===== config.mk =====
export PLATFORM = sky130hd
export DESIGN_NAME = strobe_sram
export DESIGN_NICKNAME = d
export VERILOG_FILES = /design/src/rtl/strobe_sram_pkg.sv /design/src/rtl/sr_in_stage.sv /design/src/rtl/sr_cycle_ctrl.sv /design/src/rtl/sr_bit_array.sv /design/src/rtl/strobe_sram.sv
export SDC_FILE = /design/constraint.sdc
export NUM_CORES = 2
export LEC_CHECK = 0
export BUFFER_PORTS_ARGS = -buffer_cell sky130_fd_sc_hd__buf_2
export CAP_MARGIN = 10
export CORE_UTILIZATION = 58
export DETAILED_ROUTE_END_ITERATION = 12
export PLACE_DENSITY = 0.77
export SLEW_MARGIN = 40
export SYNTH_ARGS = -nofsm -noshare
export SYNTH_HDL_FRONTEND = slang
export SYNTH_SLANG_ARGS = --single-unit

===== constraint.sdc =====
create_clock -name clk -period 2.6 [get_ports clk]
set_input_delay 0.52 -clock clk [delete_from_list [all_inputs] [get_ports clk]]
set_output_delay 0.52 -clock clk [all_outputs]
set_load 0.01 [all_outputs]

===== src/rtl/strobe_sram_pkg.sv =====
package strobe_sram_pkg;

   // Strobe events derived from two successive clock samples.
   typedef struct packed {
      logic e_lo;      // current enable sample is low
      logic e_fall;    // enable seen going low
      logic e_rise;    // enable seen going high
      logic w_lo;      // current write sample is low
      logic w_rise;    // write seen going high
      logic w_was_lo;  // previous write sample was low
   } strobe_ev_t;

   localparam int unsigned STROBES = 2;
   localparam int unsigned IDX_E   = 0;
   localparam int unsigned IDX_W   = 1;

   function automatic int unsigned cnt_width(input int unsigned n);
      return (n < 2) ? 1 : $clog2(n + 1);
   endfunction

endpackage


===== src/rtl/sr_in_stage.sv =====
module sr_in_stage
   import strobe_sram_pkg::*;
#(
   parameter int unsigned ADDR_W = 10
) (
   input  logic              clk,
   input  logic              rst_n,
   input  logic              e_n,
   input  logic              w_n,
   input  logic [ADDR_W-1:0] addr,
   input  logic              d,
   output strobe_ev_t        ev,
   output logic [ADDR_W-1:0] addr_s,
   output logic              d_s
);

   logic [STROBES-1:0] raw;
   logic [STROBES-1:0] cur;
   logic [STROBES-1:0] prv;
   logic [STROBES-1:0] fall;
   logic [STROBES-1:0] rise;

   assign raw[IDX_E] = e_n;
   assign raw[IDX_W] = w_n;

   for (genvar g = 0; g < STROBES; g++) begin : g_strobe
      always_ff @(posedge clk or negedge rst_n) begin
         if (!rst_n) begin
            cur[g] <= 1'b1;
            prv[g] <= 1'b1;
         end else begin
            cur[g] <= raw[g];
            prv[g] <= cur[g];
         end
      end
      assign fall[g] = prv[g] & ~cur[g];
      assign rise[g] = ~prv[g] & cur[g];
   end

   always_ff @(posedge clk or negedge rst_n) begin
      if (!rst_n) begin
         addr_s <= '0;
         d_s    <= 1'b0;
      end else begin
         addr_s <= addr;
         d_s    <= d;
      end
   end

   always_comb begin
      ev.e_lo     = ~cur[IDX_E];
      ev.e_fall   = fall[IDX_E];
      ev.e_rise   = rise[IDX_E];
      ev.w_lo     = ~cur[IDX_W];
      ev.w_rise   = rise[IDX_W];
      ev.w_was_lo = ~prv[IDX_W];
   end

endmodule


===== src/rtl/sr_cycle_ctrl.sv =====
module sr_cycle_ctrl
   import strobe_sram_pkg::*;
#(
   parameter int unsigned ADDR_W     = 10,
   parameter int unsigned ACCESS_LAT = 3,
   parameter int unsigned PRECHARGE  = 2
) (
   input  logic              clk,
   input  logic              rst_n,
   input  strobe_ev_t        ev,
   input  logic [ADDR_W-1:0] addr_s,
   output logic [ADDR_W-1:0] addr_lat,
   output logic              commit,
   output logic              q_oe,
   output logic              q_vld,
   output logic              err
);

   localparam int unsigned PC_W  = cnt_width(PRECHARGE);
   localparam int unsigned LAT_W = cnt_width(ACCESS_LAT);
   localparam logic [PC_W-1:0]  PC_MAX  = PC_W'(PRECHARGE);
   localparam logic [LAT_W-1:0] LAT_MAX = LAT_W'(ACCESS_LAT);

   logic [PC_W-1:0]  hi_cnt;
   logic [LAT_W-1:0] lat;
   logic             active;
   logic             wr_seen;
   logic             start_ok;

   assign start_ok = ev.e_fall & (hi_cnt >= PC_MAX);

   // Precharge: consecutive high samples of the enable strobe, saturating.
   always_ff @(posedge clk or negedge rst_n) begin
      if (!rst_n)               hi_cnt <= PC_MAX;
      else if (ev.e_lo)         hi_cnt <= '0;
      else if (hi_cnt < PC_MAX) hi_cnt <= hi_cnt + 1'b1;
   end

   always_ff @(posedge clk or negedge rst_n) begin
      if (!rst_n) begin
         active   <= 1'b0;
         wr_seen  <= 1'b0;
         lat      <= '0;
         addr_lat <= '0;
         err      <= 1'b0;
      end else begin
         err <= ev.e_fall & ~start_ok;
         if (start_ok) begin
            active   <= 1'b1;
            addr_lat <= addr_s;
            lat      <= LAT_W'(1);
            wr_seen  <= ev.w_lo;
         end else if (ev.e_rise) begin
            active  <= 1'b0;
            wr_seen <= 1'b0;
         end else if (active) begin
            wr_seen <= wr_seen | ev.w_lo;
            if (lat < LAT_MAX) lat <= lat + 1'b1;
         end
      end
   end

   // A write ends on whichever strobe is seen rising first.
   assign commit = active & ((ev.w_rise & ev.e_lo) | (ev.e_rise & ev.w_was_lo));

   assign q_oe  = active & ev.e_lo & ~ev.w_lo & ~wr_seen;
   assign q_vld = q_oe & (lat == LAT_MAX);

   assert_addr_hold_R2: assert property (@(posedge clk) disable iff (!rst_n)
      (active && !ev.e_fall) |=> $stable(addr_lat));

   assert_rise_ends_R3: assert property (@(posedge clk) disable iff (!rst_n)
      ev.e_rise |=> !active);

   assert_one_commit_R5: assert property (@(posedge clk) disable iff (!rst_n)
      commit |=> !commit);

   assert_oe_blocked_R7: assert property (@(posedge clk) disable iff (!rst_n)
      (active && wr_seen && !ev.e_rise) |=> !q_oe);

   assert_err_reject_R9: assert property (@(posedge clk) disable iff (!rst_n)
      err |-> !active);

endmodule


===== src/rtl/sr_bit_array.sv =====
module sr_bit_array #(
   parameter int unsigned ADDR_W = 10
) (
   input  logic              clk,
   input  logic              rst_n,
   input  logic [ADDR_W-1:0] addr,
   input  logic              we,
   input  logic              wdata,
   output logic              rdata
);

   localparam int unsigned DEPTH = 1 << ADDR_W;

   logic [DEPTH-1:0] cells;

   for (genvar i = 0; i < DEPTH; i++) begin : g_cell
      always_ff @(posedge clk or negedge rst_n) begin
         if (!rst_n)                         cells[i] <= 1'b0;
         else if (we && (addr == ADDR_W'(i))) cells[i] <= wdata;
      end
   end

   assign rdata = cells[addr];

endmodule


===== src/rtl/strobe_sram.sv =====
module strobe_sram
   import strobe_sram_pkg::*;
#(
   parameter int unsigned ADDR_W     = 10,
   parameter int unsigned ACCESS_LAT = 3,
   parameter int unsigned PRECHARGE  = 2
) (
   input  logic              clk,
   input  logic              rst_n,
   input  logic              e_n,
   input  logic              w_n,
   input  logic [ADDR_W-1:0] addr,
   input  logic              d,
   output logic              q,
   output logic              q_oe,
   output logic              q_vld,
   output logic              pre_err
);

   if (ADDR_W < 1 || ADDR_W > 12) begin : g_bad_addr_w
      $error("strobe_sram: ADDR_W must lie in 1..12");
   end
   if (ACCESS_LAT < 1) begin : g_bad_lat
      $error("strobe_sram: ACCESS_LAT must be at least 1");
   end
   if (PRECHARGE < 1) begin : g_bad_pre
      $error("strobe_sram: PRECHARGE must be at least 1");
   end

   strobe_ev_t        ev;
   logic [ADDR_W-1:0] addr_s;
   logic [ADDR_W-1:0] addr_lat;
   logic              d_s;
   logic              commit;
   logic              rdata;

   sr_in_stage #(.ADDR_W(ADDR_W)) u_in (
      .clk    (clk),
      .rst_n  (rst_n),
      .e_n    (e_n),
      .w_n    (w_n),
      .addr   (addr),
      .d      (d),
      .ev     (ev),
      .addr_s (addr_s),
      .d_s    (d_s)
   );

   sr_cycle_ctrl #(
      .ADDR_W     (ADDR_W),
      .ACCESS_LAT (ACCESS_LAT),
      .PRECHARGE  (PRECHARGE)
   ) u_ctrl (
      .clk      (clk),
      .rst_n    (rst_n),
      .ev       (ev),
      .addr_s   (addr_s),
      .addr_lat (addr_lat),
      .commit   (commit),
      .q_oe     (q_oe),
      .q_vld    (q_vld),
      .err      (pre_err)
   );

   sr_bit_array #(.ADDR_W(ADDR_W)) u_array (
      .clk   (clk),
      .rst_n (rst_n),
      .addr  (addr_lat),
      .we    (commit),
      .wdata (d_s),
      .rdata (rdata)
   );

   assign q = q_vld & rdata;

   assert_vld_hold_R4: assert property (@(posedge clk) disable iff (!rst_n)
      q_vld |=> (q_vld || !q_oe));

endmodule


==> impl_metrics.py <==
metrics = {
    "drt": {
        "drtPass1Iterations": 8,
        "ant_nets": 0,
        "finalWirelength_mm": 155,
        "first_iter_violations": 4393,
        "num_vias": 38700,
        "wl_per_cell_um": 25.8,
        "vias_per_cell": 6.46,
        "route.detailed.drc": 0,
    },
    "grt": {
        "antenna_found_initial": 2,
        "grt-ovfl-total": 0,
        "track_usage": 0.332,
        "grt_max_degree": 138,
        "grt_pass1_wl_mm": 239,
        "grt_pass1_vias": 39300,
    },
    "worst_setup_path": {
        "cp_num_buf_inv": 5,
        "cp.required_ns": 2.08,
        "cp_top_family": "compound AO/OA/AOI/OAI gates",
        "critical_path.cell_chain": "buf_12, buf_12, buf_8, mux4_2, mux2i_1, buf_4, a21oi_2, a21oi_2, a311oi_2, o41a_1, nand4_1, a21boi_4, buf_6",
        "cp_max_fo": 5,
        "crit_type": "flop to output pin",
        "cp_slowest_stage_delay_ns": 0.51,
        "cp-end-kind": "output pin",
        "slowest_stage": "dfrtp_4",
        "worstPathArrival_ns": 3.69,
        "critPathLaunchType": "flop",
    },
    "yosys": {
        "synth_nets": 4524,
        "synth_area_leaders": "dfrtp_1 (49%), mux2_2 (22%), mux4_2 (7.2%), nor2_1 (6.3%), nand2_1 (3.2%)",
        "synthArstFlopShare": 1.00,
        "synth_common_cells": "dfrtp_1 (1051), mux2_2 (1037), nor2_1 (903)",
        "synth-seq-cells": 1056,
        "yosysTopAreaCell": "dfrtp_1",
        "ys.warnings.count": 0,
        "synth.distinct_cells": 70,
        "synthFlopType": "dfrtp_1",
        "avgSynthCellArea_um2": 11.9,
        "netlist_area_um2": 53600,
        "synth-edff-count": 0,
        "synth_cells": 4507,
        "synth_top_area_share": 0.491,
        "synth_most_common_cell": "dfrtp_1",
        "seq_area_frac_synth": 0.494,
    },
    "sta": {
        "hold_slack_ns": 0.331,
        "rsz0062_at_grt": "true",
        "slew_headroom": 0.437,
        "setup_viol": 11,
        "hold_viol": 0,
        "drv_slew": 0,
        "worst_slack_ns": -1.61,
        "fmax_mhz": 237,
        "fin_crit_ns": 4.21,
        "tightestPinTransition_ns": 0.844,
        "fin_crit_sh": 1.62,
        "skew_ns": 0.0272,
    },
    "clocking": {
        "clk_path_buf_depth": 3,
        "cts_buffers": 108,
        "cts.sinks": 1056,
        "clk_latency_ns": 0.71,
        "htreeDepth": 3,
        "cts_tree": "done",
        "cts.clk_slew.worst_paths_ns": 0.06,
        "cts_root_buffer": "clkbuf_16",
    },
    "die": {
        "start_util": 0.585,
        "die_y_um": 306,
        "core-area_um2": 91500,
        "io_pins": 19,
        "die_w_um": 306,
        "core.rowCount": 111,
        "die_area_um2": 93600,
    },
    "power": {
        "static-leakage-power_uw": 0.0285,
        "p_int_uw": 33300,
        "vdd_ir_drop_max_mv": 0.638,
        "power_frac_seq": 0.341,
        "clkPwrFrac": 0.312,
        "power_switching_uw": 17400,
        "switching_share": 0.342,
        "p_comb_frac": 0.347,
        "p_total_uw": 50700,
        "power_density_nw_per_um2": 807,
    },
    "finish": {
        "design_area_um2": 62800,
        "insertedDiodeCount": 0,
        "synthToLayoutAreaGrowth_pct": 17.3,
        "fillers": 6020,
        "multi_input_area_um2": 26100,
        "layoutNonFillerInstCount": 5983,
        "nets": 4725,
        "fin_util": 0.687,
        "layout-drive-gt1-share": 0.429,
        "seq_area_um2": 26400,
    },
    "place": {
        "port_buffers": 18,
        "dp_cells": 5726,
        "dp_hpwl_mm": 99.4,
        "dpl_cell_area_um2": 57300,
        "place_congestion": 0.929,
    },
    "outcome": {
        "status": "finished with violations",
        "violations": "negative setup slack",
    },
    "hold_path": {
        "hold_path_class": "input pin to asynchronous set/reset pin",
    },
    "job": {
        "max-cap-violations": 0,
    },
}
metal layers:
layer / vias to the layer above / wire [um] / global-route usage
li1: 16200 / - / -
met1: 20000 / 60800 / 0.446
met2: 1942 / 71600 / 0.510
met3: 481 / 14800 / 0.0856
met5: - / 13 / 0
met4: 2 / 7330 / 0.152
what timing repair did:
item	4_1_cts	5_1_grt
gates cloned	10	0
gates resized for setup	165	137
setup endpoints to repair	424	430
buffers inserted	32	9
pin swaps	44	20
endpoints found under the hold margin	25	0
hold buffers	14	0
registers in the layout, indices dropped and copies added, names as in the netlist:
| register | cells |
|---|---|
| u_ctrl.hi_cnt | 2 |
| u_ctrl.wr_seen | 1 |
| u_ctrl.lat | 2 |
| u_in.d_s | 1 |
| u_ctrl.addr_lat | 10 |
| u_ctrl.err | 1 |
| u_array.cells | 1024 |
| u_in.cur | 2 |
| u_ctrl.active | 1 |
| u_in.addr_s | 10 |
| u_in.prv | 2 |
stage by stage:
stage          worst slack, ns  setup TNS, ns
2_1_floorplan          -0.0773        -0.0773
3_3_place_gp             -1.44         -35.26
3_5_place_dp             -1.40         -46.31
4_1_cts                  -1.57          -1.75
5_1_grt                  -1.65          -2.85
6_report                 -1.61          -1.72
kinds of logic after synthesis:
logic type	count (synthesis)	share of synthesized area
simple gates	1520	0.114
mux	1367	0.328
flops	1056	0.494
buf+inv	373	0.0379
compound gates	188	0.0257
fa+ha+maj	2	0.000467
xor+xnor	1	0.000164
cells in the final DEF (no fill, tap or decap), drive strengths merged, types with 38 or more instances in the layout:
cell type	count
clkbuf	157
mux4	199
nand3	38
dfrtp	1051
nor2	905
buf	440
nand2	450
mux2i	129
mux2	1039
a22oi	75
path summary, 6_finish.rpt:
kind                               startpoint                  to  slack (ns)  depth (start not counted)
min in group clk                  u_in.cur[1]         u_in.prv[1]        0.39                          0
max reg2reg                u_ctrl.addr_lat[0]  u_array.cells[637]       -0.03                         13
min reg2reg                       u_in.cur[1]         u_in.prv[1]        0.39                          0
max                        u_ctrl.addr_lat[0]                   q       -1.61                         13
max in group asynchronous               rst_n  u_array.cells[633]        1.12                          3
min                                     rst_n   u_array.cells[74]        0.33                          2
power by group through the flow:
stage	clock (uW)	sequential, uW	combinational [uW]
floorplan	0	17300	8280
global placement	0	17600	14100
detailed placement	0	17600	14300
CTS	15900	17200	16700
global route	16600	17300	18000
finish	15800	17300	17600
worst reg2reg max path, stage by stage (launching register included):
cell and delay, ns:
dfrtp_4 0.51, buf_12 0.16, buf_16 0.17, buf_16 0.20, buf_12 0.14, and2b_2 0.24, buf_6 0.13, buf_4 0.14
nand2_4 0.07, buf_12 0.13, nor2_1 0.07, buf_4 0.16, nand2_2 0.09, mux2_4 0.30
layout make-up:
class / instances / share of cell area
clock inverter: 42 / 0.00697
inverter: 5 / 0.000299
tap: 1186 / 0.0236
multi-input combinational: 3078 / 0.416
timing repair buffer: 459 / 0.0824
clock buffer: 157 / 0.0503
sequential: 1056 / 0.421
(Power assumes the default switching activity.)
